**src/rtl/rsq_pkg.sv**
```systemverilog
package rsq_pkg;

    typedef enum logic [1:0] {
        MODE_IDLE = 2'd0,
        MODE_HOST = 2'd1,
        MODE_TX   = 2'd2,
        MODE_RX   = 2'd3
    } mode_e;

    // Registered sequencer state: mode, upload direction, preamble choice.
    typedef struct packed {
        mode_e mode;
        logic  upload;
        logic  long_pre;
    } seq_state_t;

    localparam int unsigned DEF_TICK_ON = 5;
    localparam int unsigned DEF_OFF_MIN = 44;
    localparam int unsigned DEF_OFF_MAX = 362;

    function automatic int unsigned clamp_u(input int unsigned v,
                                            input int unsigned lo,
                                            input int unsigned hi);
        if (v < lo) return lo;
        if (v > hi) return hi;
        return v;
    endfunction

endpackage

```
**src/rtl/rsq_sleep_timer.sv**
```systemverilog
module rsq_sleep_timer #(
    parameter int unsigned TICK_ON = rsq_pkg::DEF_TICK_ON,
    parameter int unsigned OFF_MIN = rsq_pkg::DEF_OFF_MIN,
    parameter int unsigned OFF_MAX = rsq_pkg::DEF_OFF_MAX,
    parameter int unsigned OFF_W   = 9
) (
    input  logic             clk,
    input  logic             rst,
    input  logic             active,
    input  logic             ps_en,
    input  logic             tick,
    input  logic [OFF_W-1:0] off_ticks,
    output logic             listen,
    output logic             sleeping
);
    localparam int unsigned LIM = (OFF_MAX > TICK_ON) ? OFF_MAX : TICK_ON;
    localparam int unsigned CW  = $clog2(LIM + 1);

    logic          off_ph;
    logic [CW-1:0] cnt;
    logic [CW-1:0] off_lim;
    logic          on_last;
    logic          off_last;

    assign off_lim  = CW'(rsq_pkg::clamp_u(32'(off_ticks), OFF_MIN, OFF_MAX));
    assign on_last  = (cnt >= CW'(TICK_ON - 1));
    assign off_last = (cnt >= off_lim - CW'(1));

    always_ff @(posedge clk) begin
        if (rst || !active || !ps_en) begin
            off_ph <= 1'b0;
            cnt    <= '0;
        end else if (tick) begin
            if ((!off_ph && on_last) || (off_ph && off_last)) begin
                off_ph <= !off_ph;
                cnt    <= '0;
            end else begin
                cnt <= cnt + CW'(1);
            end
        end
    end

    assign listen   = !ps_en || !off_ph;
    assign sleeping = ps_en && off_ph;
endmodule

```
**src/rtl/rsq_mode_fsm.sv**
```systemverilog
module rsq_mode_fsm (
    input  logic          clk,
    input  logic          rst,
    input  logic          listen,
    input  logic          tx_req_n,
    input  logic          pre_det,
    input  logic          rx_done,
    input  logic          rx_ok,
    input  logic          tx_done,
    input  logic          host_done,
    input  logic          peer_sleeps,
    output rsq_pkg::mode_e mode,
    output logic          long_pre_q
);
    import rsq_pkg::*;

    seq_state_t cur, nxt;

    always_comb begin
        nxt = cur;
        unique case (cur.mode)
            MODE_IDLE: begin
                if (!tx_req_n) begin
                    nxt.mode   = MODE_HOST;
                    nxt.upload = 1'b0;
                end else if (listen && pre_det) begin
                    nxt.mode = MODE_RX;
                end
            end
            MODE_HOST: begin
                if (host_done) begin
                    if (cur.upload) begin
                        nxt.mode = MODE_IDLE;
                    end else begin
                        nxt.mode     = MODE_TX;
                        nxt.long_pre = peer_sleeps;
                    end
                end
            end
            MODE_TX: begin
                if (tx_done) begin
                    nxt.mode     = MODE_IDLE;
                    nxt.long_pre = 1'b0;
                end
            end
            MODE_RX: begin
                if (rx_done) begin
                    nxt.mode   = rx_ok ? MODE_HOST : MODE_IDLE;
                    nxt.upload = rx_ok;
                end
            end
            default: nxt.mode = MODE_IDLE;
        endcase
    end

    always_ff @(posedge clk) begin
        if (rst) begin
            cur <= '{mode: MODE_IDLE, upload: 1'b0, long_pre: 1'b0};
        end else begin
            cur <= nxt;
        end
    end

    assign mode       = cur.mode;
    assign long_pre_q = cur.long_pre;
endmodule

```
**src/rtl/rsq_radio_ctrl.sv**
```systemverilog
module rsq_radio_ctrl #(
    parameter int unsigned TICK_ON = rsq_pkg::DEF_TICK_ON,
    parameter int unsigned OFF_MIN = rsq_pkg::DEF_OFF_MIN,
    parameter int unsigned OFF_MAX = rsq_pkg::DEF_OFF_MAX,
    parameter int unsigned OFF_W   = $clog2(OFF_MAX + 1)
) (
    input  logic             clk,
    input  logic             rst,
    input  logic             tick,
    input  logic             ps_en,
    input  logic [OFF_W-1:0] off_ticks,
    input  logic             tx_req_n,
    input  logic             pre_det,
    input  logic             rx_done,
    input  logic             rx_ok,
    input  logic             tx_done,
    input  logic             host_done,
    input  logic             peer_sleeps,
    output logic             rx_en,
    output logic             tx_en,
    output logic             xcvr_off,
    output logic             dozing,
    output logic             long_pre,
    output logic [1:0]       mode
);
    import rsq_pkg::*;

    mode_e cur_mode;
    logic  in_idle;
    logic  listen;
    logic  sleeping;
    logic  lp_q;

    assign in_idle = (cur_mode == MODE_IDLE);

    rsq_sleep_timer #(
        .TICK_ON (TICK_ON),
        .OFF_MIN (OFF_MIN),
        .OFF_MAX (OFF_MAX),
        .OFF_W   (OFF_W)
    ) timer_i (
        .clk       (clk),
        .rst       (rst),
        .active    (in_idle),
        .ps_en     (ps_en),
        .tick      (tick),
        .off_ticks (off_ticks),
        .listen    (listen),
        .sleeping  (sleeping)
    );

    rsq_mode_fsm fsm_i (
        .clk         (clk),
        .rst         (rst),
        .listen      (listen),
        .tx_req_n    (tx_req_n),
        .pre_det     (pre_det),
        .rx_done     (rx_done),
        .rx_ok       (rx_ok),
        .tx_done     (tx_done),
        .host_done   (host_done),
        .peer_sleeps (peer_sleeps),
        .mode        (cur_mode),
        .long_pre_q  (lp_q)
    );

    assign rx_en    = (in_idle && listen) || (cur_mode == MODE_RX);
    assign tx_en    = (cur_mode == MODE_TX);
    assign xcvr_off = (cur_mode == MODE_HOST);
    assign dozing   = in_idle && sleeping;
    assign long_pre = tx_en && lp_q;
    assign mode     = cur_mode;
endmodule

```
**config.mk**
```make
export PLATFORM = sky130hd
export DESIGN_NAME = rsq_radio_ctrl
export DESIGN_NICKNAME = d
export VERILOG_FILES = /design/src/rtl/rsq_pkg.sv /design/src/rtl/rsq_sleep_timer.sv /design/src/rtl/rsq_mode_fsm.sv /design/src/rtl/rsq_radio_ctrl.sv
export SDC_FILE = /design/constraint.sdc
export NUM_CORES = 1
export LEC_CHECK = 0
export BUFFER_PORTS_ARGS = -buffer_cell sky130_fd_sc_hd__buf_2
export CAP_MARGIN = 15
export CORE_ASPECT_RATIO = 0.7
export CORE_MARGIN = 5
export CORE_UTILIZATION = 48
export DETAILED_ROUTE_END_ITERATION = 10
export HOLD_SLACK_MARGIN = 0.05
export PLACE_DENSITY = 0.75
export SLEW_MARGIN = 10
export SYNTH_ARGS = -nofsm -noshare
export SYNTH_HDL_FRONTEND = slang
export SYNTH_SLANG_ARGS = --single-unit
```
**constraint.sdc**
```tcl
create_clock -name clk -period 3.3 [get_ports clk]
set_clock_uncertainty 0.2 [all_clocks]
set_input_delay 0.66 -clock clk [delete_from_list [all_inputs] [get_ports clk]]
set_output_delay 0.66 -clock clk [all_outputs]
set_load 0.01 [all_outputs]
```
* Word-level counts from Yosys, hierarchy flattened
Cells that the tools add are included.
Storage, ports and cells: flip-flop bits (word level) 14, bits of input ports 20, word-level logic and storage cells 64
Operators by class: $add $sub $neg 2, $lt $le $gt $ge 4, equal/unequal tests 9, mux-type cells 22, reduce and logical (&&, ||, !) cells 22
Operators with widths (number):
- 9-bit 2-to-1 mux | 4
- 2-bit 2-to-1 mux | 5
- 2-bit inequality test (second input constant) | 5
- 9-bit by 1-bit adder with 9-bit output (second input constant) | 1
- 9-bit by 3-bit greater-or-equal comparator with 1-bit output (second input constant) | 1
- 9-bit greater-or-equal comparator | 1
- 9-bit > comparator (second input constant) | 1
- 9-bit by 6-bit < comparator with 1-bit output (second input constant) | 1
- 9-bit by 1-bit subtractor with 9-bit output (second input constant) | 1
- 1-bit 2-to-1 mux | 8
- 2-bit one-hot mux with 4 select lines | 1
- 4-bit AND reduction | 2
- 1-bit logical AND | 7
- 6-bit 2-to-1 mux | 1
- 1-bit logical OR | 5
- 2-bit equality test (second input constant) | 2
- 1-bit one-hot mux with 2 select lines | 2
- 2-bit nonzero test | 2
- 1-bit logical NOT | 3
- 3-bit 2-to-1 mux | 1
- 3-bit by 2-bit inequality test with 1-bit output (second input constant) | 1
- 3-bit AND reduction | 1
- 2-bit by 1-bit equality test with 1-bit output (second input constant) | 1
- 2-bit logical NOT | 1
- 2-bit AND reduction | 1

* Longest topological paths before layout
word-level depth 10, mapped depth 15, mapped depth without buffers 15

* Modules after synthesis
Synthesis repeated with hierarchy kept, for this count alone.
Unflattened totals: cell total of the unflattened synthesis 153, area total of the unflattened synthesis 1268.7 sq um
Modules (own cells, without submodules):
- rsq_sleep_timer | times used 1, cells each 116, area each 959.7 sq um, sequential area each 200.2 sq um
- rsq_mode_fsm | times used 1, cells each 30, area each 259.0 sq um, sequential area each 80.1 sq um
- rsq_radio_ctrl | times used 1, cells each 7, area each 50.0 sq um, sequential area each 0.0 sq um

* Worst setup path after synthesis
No wires, ideal clock.
path type input to register, start input port off_ticks[7], end register timer_i.off_ph, setup time 0.072 ns, data arrival time 3.053 ns, path slack -0.024 ns, stages on the path 13, cell sequence nor3_1 a21boi_4 nor2_1 nand2_1 ha_1 nand2_1 o311a_1 ha_1 and4_1 o21ai_1 o211a_4 nor3_4 mux2i_1
Between the ends: longest elaborated chain between the ends 10, elaborated cells between the ends (all ways) 14
Ends and longest elaborated chain:
- start, declared | line rsq_radio_ctrl.sv:11 | input logic [OFF_W-1:0] off_ticks,
- 9-bit > comparator or 9-bit by 6-bit < comparator with 1-bit output (tied branches) | line rsq_pkg.sv:25, rsq_pkg.sv:24
- 1-bit 2-to-1 mux or 6-bit 2-to-1 mux (tied branches) | line rsq_pkg.sv:25, rsq_pkg.sv:24
- 1-bit 2-to-1 mux or 9-bit 2-to-1 mux (tied branches) | line rsq_pkg.sv:25 | if (v > hi) return hi;
- 9-bit 2-to-1 mux | line rsq_pkg.sv:26 | return v;
- 9-bit 2-to-1 mux (*) | line rsq_pkg.sv:25
- 9-bit by 1-bit subtractor with 9-bit output (*) | line rsq_sleep_timer.sv:27 | assign off_last = (cnt >= off_lim - CW'(1));
- 9-bit greater-or-equal comparator (*) | line rsq_sleep_timer.sv:27
- 1-bit logical AND (*) | line rsq_sleep_timer.sv:34 | if ((!off_ph && on_last) || (off_ph && off_last)) begin
- 1-bit logical OR (*) | line rsq_sleep_timer.sv:34
- 2-bit AND reduction (no line) (*)
- end signal, assigned | line rsq_sleep_timer.sv:35 | off_ph <= !off_ph;
- end, declared | line rsq_sleep_timer.sv:19 | logic off_ph;
Every way passes the cells marked *; elsewhere a longest branch is shown, timed or not. The select of a mux whose other input is x is not followed. A chain may end at the register's enable or synchronous reset.

* Worst setup path in the final report
start input port off_ticks[6], end register timer_i.off_ph
Same word-level chain as after synthesis.

==> flow_summary.toml <==
[clocking]
cts_tree = "built"
numClockSinks = 14
htree_levels = 1
clockBufferDepth = 2
numCtsBuffers = 3
cts.clk_slew.worst_paths_ns = 0.06
holdBufCountCts = 0
clockRootBuffer = "clkbuf_8"
clk_latency_ns = 0.24

[drt]
drt-initial-drc-count = 120
viasPerCell = 5.74
wl_per_cell_um = 15.9
drt_pass1_iterations = 4
num_vias = 1349
ant_nets = 0
drcViolationCount = 0
wl_um = 3740

[global_routing]
grt_max_degree = 14
antenna_found_initial = 0
grt-ovfl-total = 0
grtUsageTotal = 0.188
grt_pass1_vias = 1167
grt_pass1_wl_um = 5440

[setup_path]
startpoint = "off_ticks[6]"
ff2ff_path_depth = 8
crit_arrival_ns = 3.35
cp_max_fo = 7
start_kind = "input pin"
critical_path_required_ns = 3.27
endpoint_kind = "register"
regToRegStartpoint = "timer_i.cnt[0]"
worstSetupPathType = "input pin to register"
r2r_setup_slack_ns = 1.17

[floorplanning]
num_rows = 15
io_pins = 27
die_w_um = 70.4
core_area_um2 = 2460
die_y_um = 52.2
initial_core_util = 0.498
die-area_um2 = 3680

[sta]
rsz0062_at_grt = "true"
setup_slack_ns = -0.0872
final.setup.tns_ns = -0.337
worst_pin_slew_ns = 0.429
finalSetupViolCount = 9
period_minus_slack_ns = 3.39
drv_slew = 0
max_freq_mhz = 295
post-route-period-util = 1.03
slew-limit-headroom = 0.713
final_hold_viol_count = 0

[synth]
synth_area_um2 = 1220
avgSynthCellArea_um2 = 8.10
synth_cell_types = 41
yosysTopAreaCell = "dfxtp_1"
synth.top_cell.area_share = 0.229
synth_edf_count = 0
synth_cells = 151
syn-num-nets = 183
yosysWarnings = 0
ys_seq_area_frac = 0.229
ys_ff_latch = 14
async_flop_share = 0
synth.area.top_cells = "dfxtp_1 (23%), ha_1 (12%), xor2_1 (5.7%)"
ys.flop_type = "dfxtp_1"

[cells_and_area]
drive_gt1_frac = 0.368
fin_nets = 235
multi_input_area_um2 = 1010
fillers = 168
final-seq-area_um2 = 280
antenna-diode-count = 0
syn2layout_area_growth_pct = 43.0

[status]
outcome = "finished, violations left"
failed_checks = "negative setup slack"

[pwr]
p_leak_nw = 0.775
ir_drop_v = 0.000291
power.total_w = 0.000472
power_density_nw_per_um2 = 270

[place]
hpwl_um = 2690
place.gp.congestion = 0.954
port_buffers = 26

[min_path]
min-delay-path-class = "register to register"
worstHoldStart = "fsm_i.long_pre_q"
hold_path_depth = 2

[flow_run]
drv_cap = 0
## worst max-delay path, stage by stage
cell and delay (ns):
buf_8 0.11, nor3_4 0.21, a21boi_4 0.26, nor2_2 0.07, nand2_1 0.10, ha_2 0.25
nand2_4 0.08, o311a_1 0.33, ha_4 0.28, and4_1 0.20, o21ai_2 0.06, o211a_4 0.26
nor3_4 0.11, buf_6 0.16, mux2i_2 0.20
## Yosys cell counts, drive strengths merged (4+ instances only)
master	instances
a21oi	7
inv	7
a31oi	4
nand4	5
nand2b	4
o21ai	4
nor2	11
nand2	18
xor2	8
ha	12
dfxtp	14
nor2b	4
nor3	11
## worst paths after layout
kind,to
setup / recovery,timer_i.off_ph
hold / removal,fsm_i.long_pre_q
setup reg to reg,timer_i.cnt[7]
hold reg to reg,fsm_i.long_pre_q
## cell families (layout without fill, tap and decap cells)
family                     Yosys count  after routing  synth area share
and+or+nand+nor                     67             67             0.286
adders and majority gates           12             12             0.123
DFF                                 14             14             0.229
muxes                                3              3            0.0245
AOI/OAI and AO/OA                   34             34             0.226
buffers and inverters               11             61            0.0399
xor gates and xnor gates            10             10            0.0716
## registers in the layout, indices dropped and copies added (netlist names)
signal	cells
fsm_i.cur	1
fsm_i.long_pre_q	1
fsm_i.mode	2
timer_i.cnt	9
timer_i.off_ph	1
## per-stage QoR
stage	utilization	std cells	instance area [um^2]	hold slack, ns	setup WS [ns]
5_1_grt	0.712	235	1750	0.393	-0.225
3_3_place_gp	0.625	227	1540	0.293	-0.181
6_report	0.712	235	1750	0.342	-0.0872
4_1_cts	0.647	231	1590	0.317	0.0192
2_1_floorplan	-	151	1240	0.273	0.000974
3_5_place_dp	0.625	227	1540	0.310	-0.342
## routing by layer
layer  routed length, um  GRT usage  up-vias  part of all wire
met4                  13     0.0191        0            0.0035
met5                   0          0        -                 0
met2                1800      0.306       61              0.48
met1                1570      0.265      620              0.42
li1                    -          -      664                 -
met3                 354     0.0402        4             0.095
## cell type report
cell class,count,area share
clock buffer,3,0.0236
tap,34,0.0243
multi-input combinational,126,0.576
sequential,14,0.160
inverter,7,0.0150
timing repair buffer,51,0.201
## cell usage in the layout (no fill, tap or decap), drive strengths merged, types with 2 or more instances in the layout
cell type / Yosys / routed
o311a: 2 / 2
and3: 2 / 2
a211oi: 3 / 3
ha: 12 / 12
nand2: 18 / 18
dfxtp: 14 / 14
a31oi: 4 / 4
nor3: 11 / 11
nand4: 5 / 5
clkbuf: 2 / 3
nand4b: 2 / 2
o21ai: 4 / 4
nor2b: 4 / 4
mux2i: 3 / 3
nor2: 11 / 11
inv: 7 / 7
a21oi: 7 / 7
nand2b: 4 / 4
buf: 2 / 51
nand3: 3 / 3
xnor2: 2 / 2
nor4: 3 / 3
o22ai: 2 / 2
xor2: 8 / 8
o211ai: 3 / 3
## power by group
| group | internal [W] | total [W] | switching [W] | leakage (nW) |
|---|---|---|---|---|
| logic | 0.0000719 | 0.000150 | 0.0000780 | 0.640 |
| clock network | 0.0000807 | 0.000138 | 0.0000571 | 0.0216 |
| registers | 0.000174 | 0.000184 | 0.0000105 | 0.113 |
## timing repair
item	in CTS	in global routing
setup buffers	1	4
pin swaps	3	12
gates resized for setup	1	26
endpoints found under the setup margin	8	10
(Power assumes the default switching activity.)
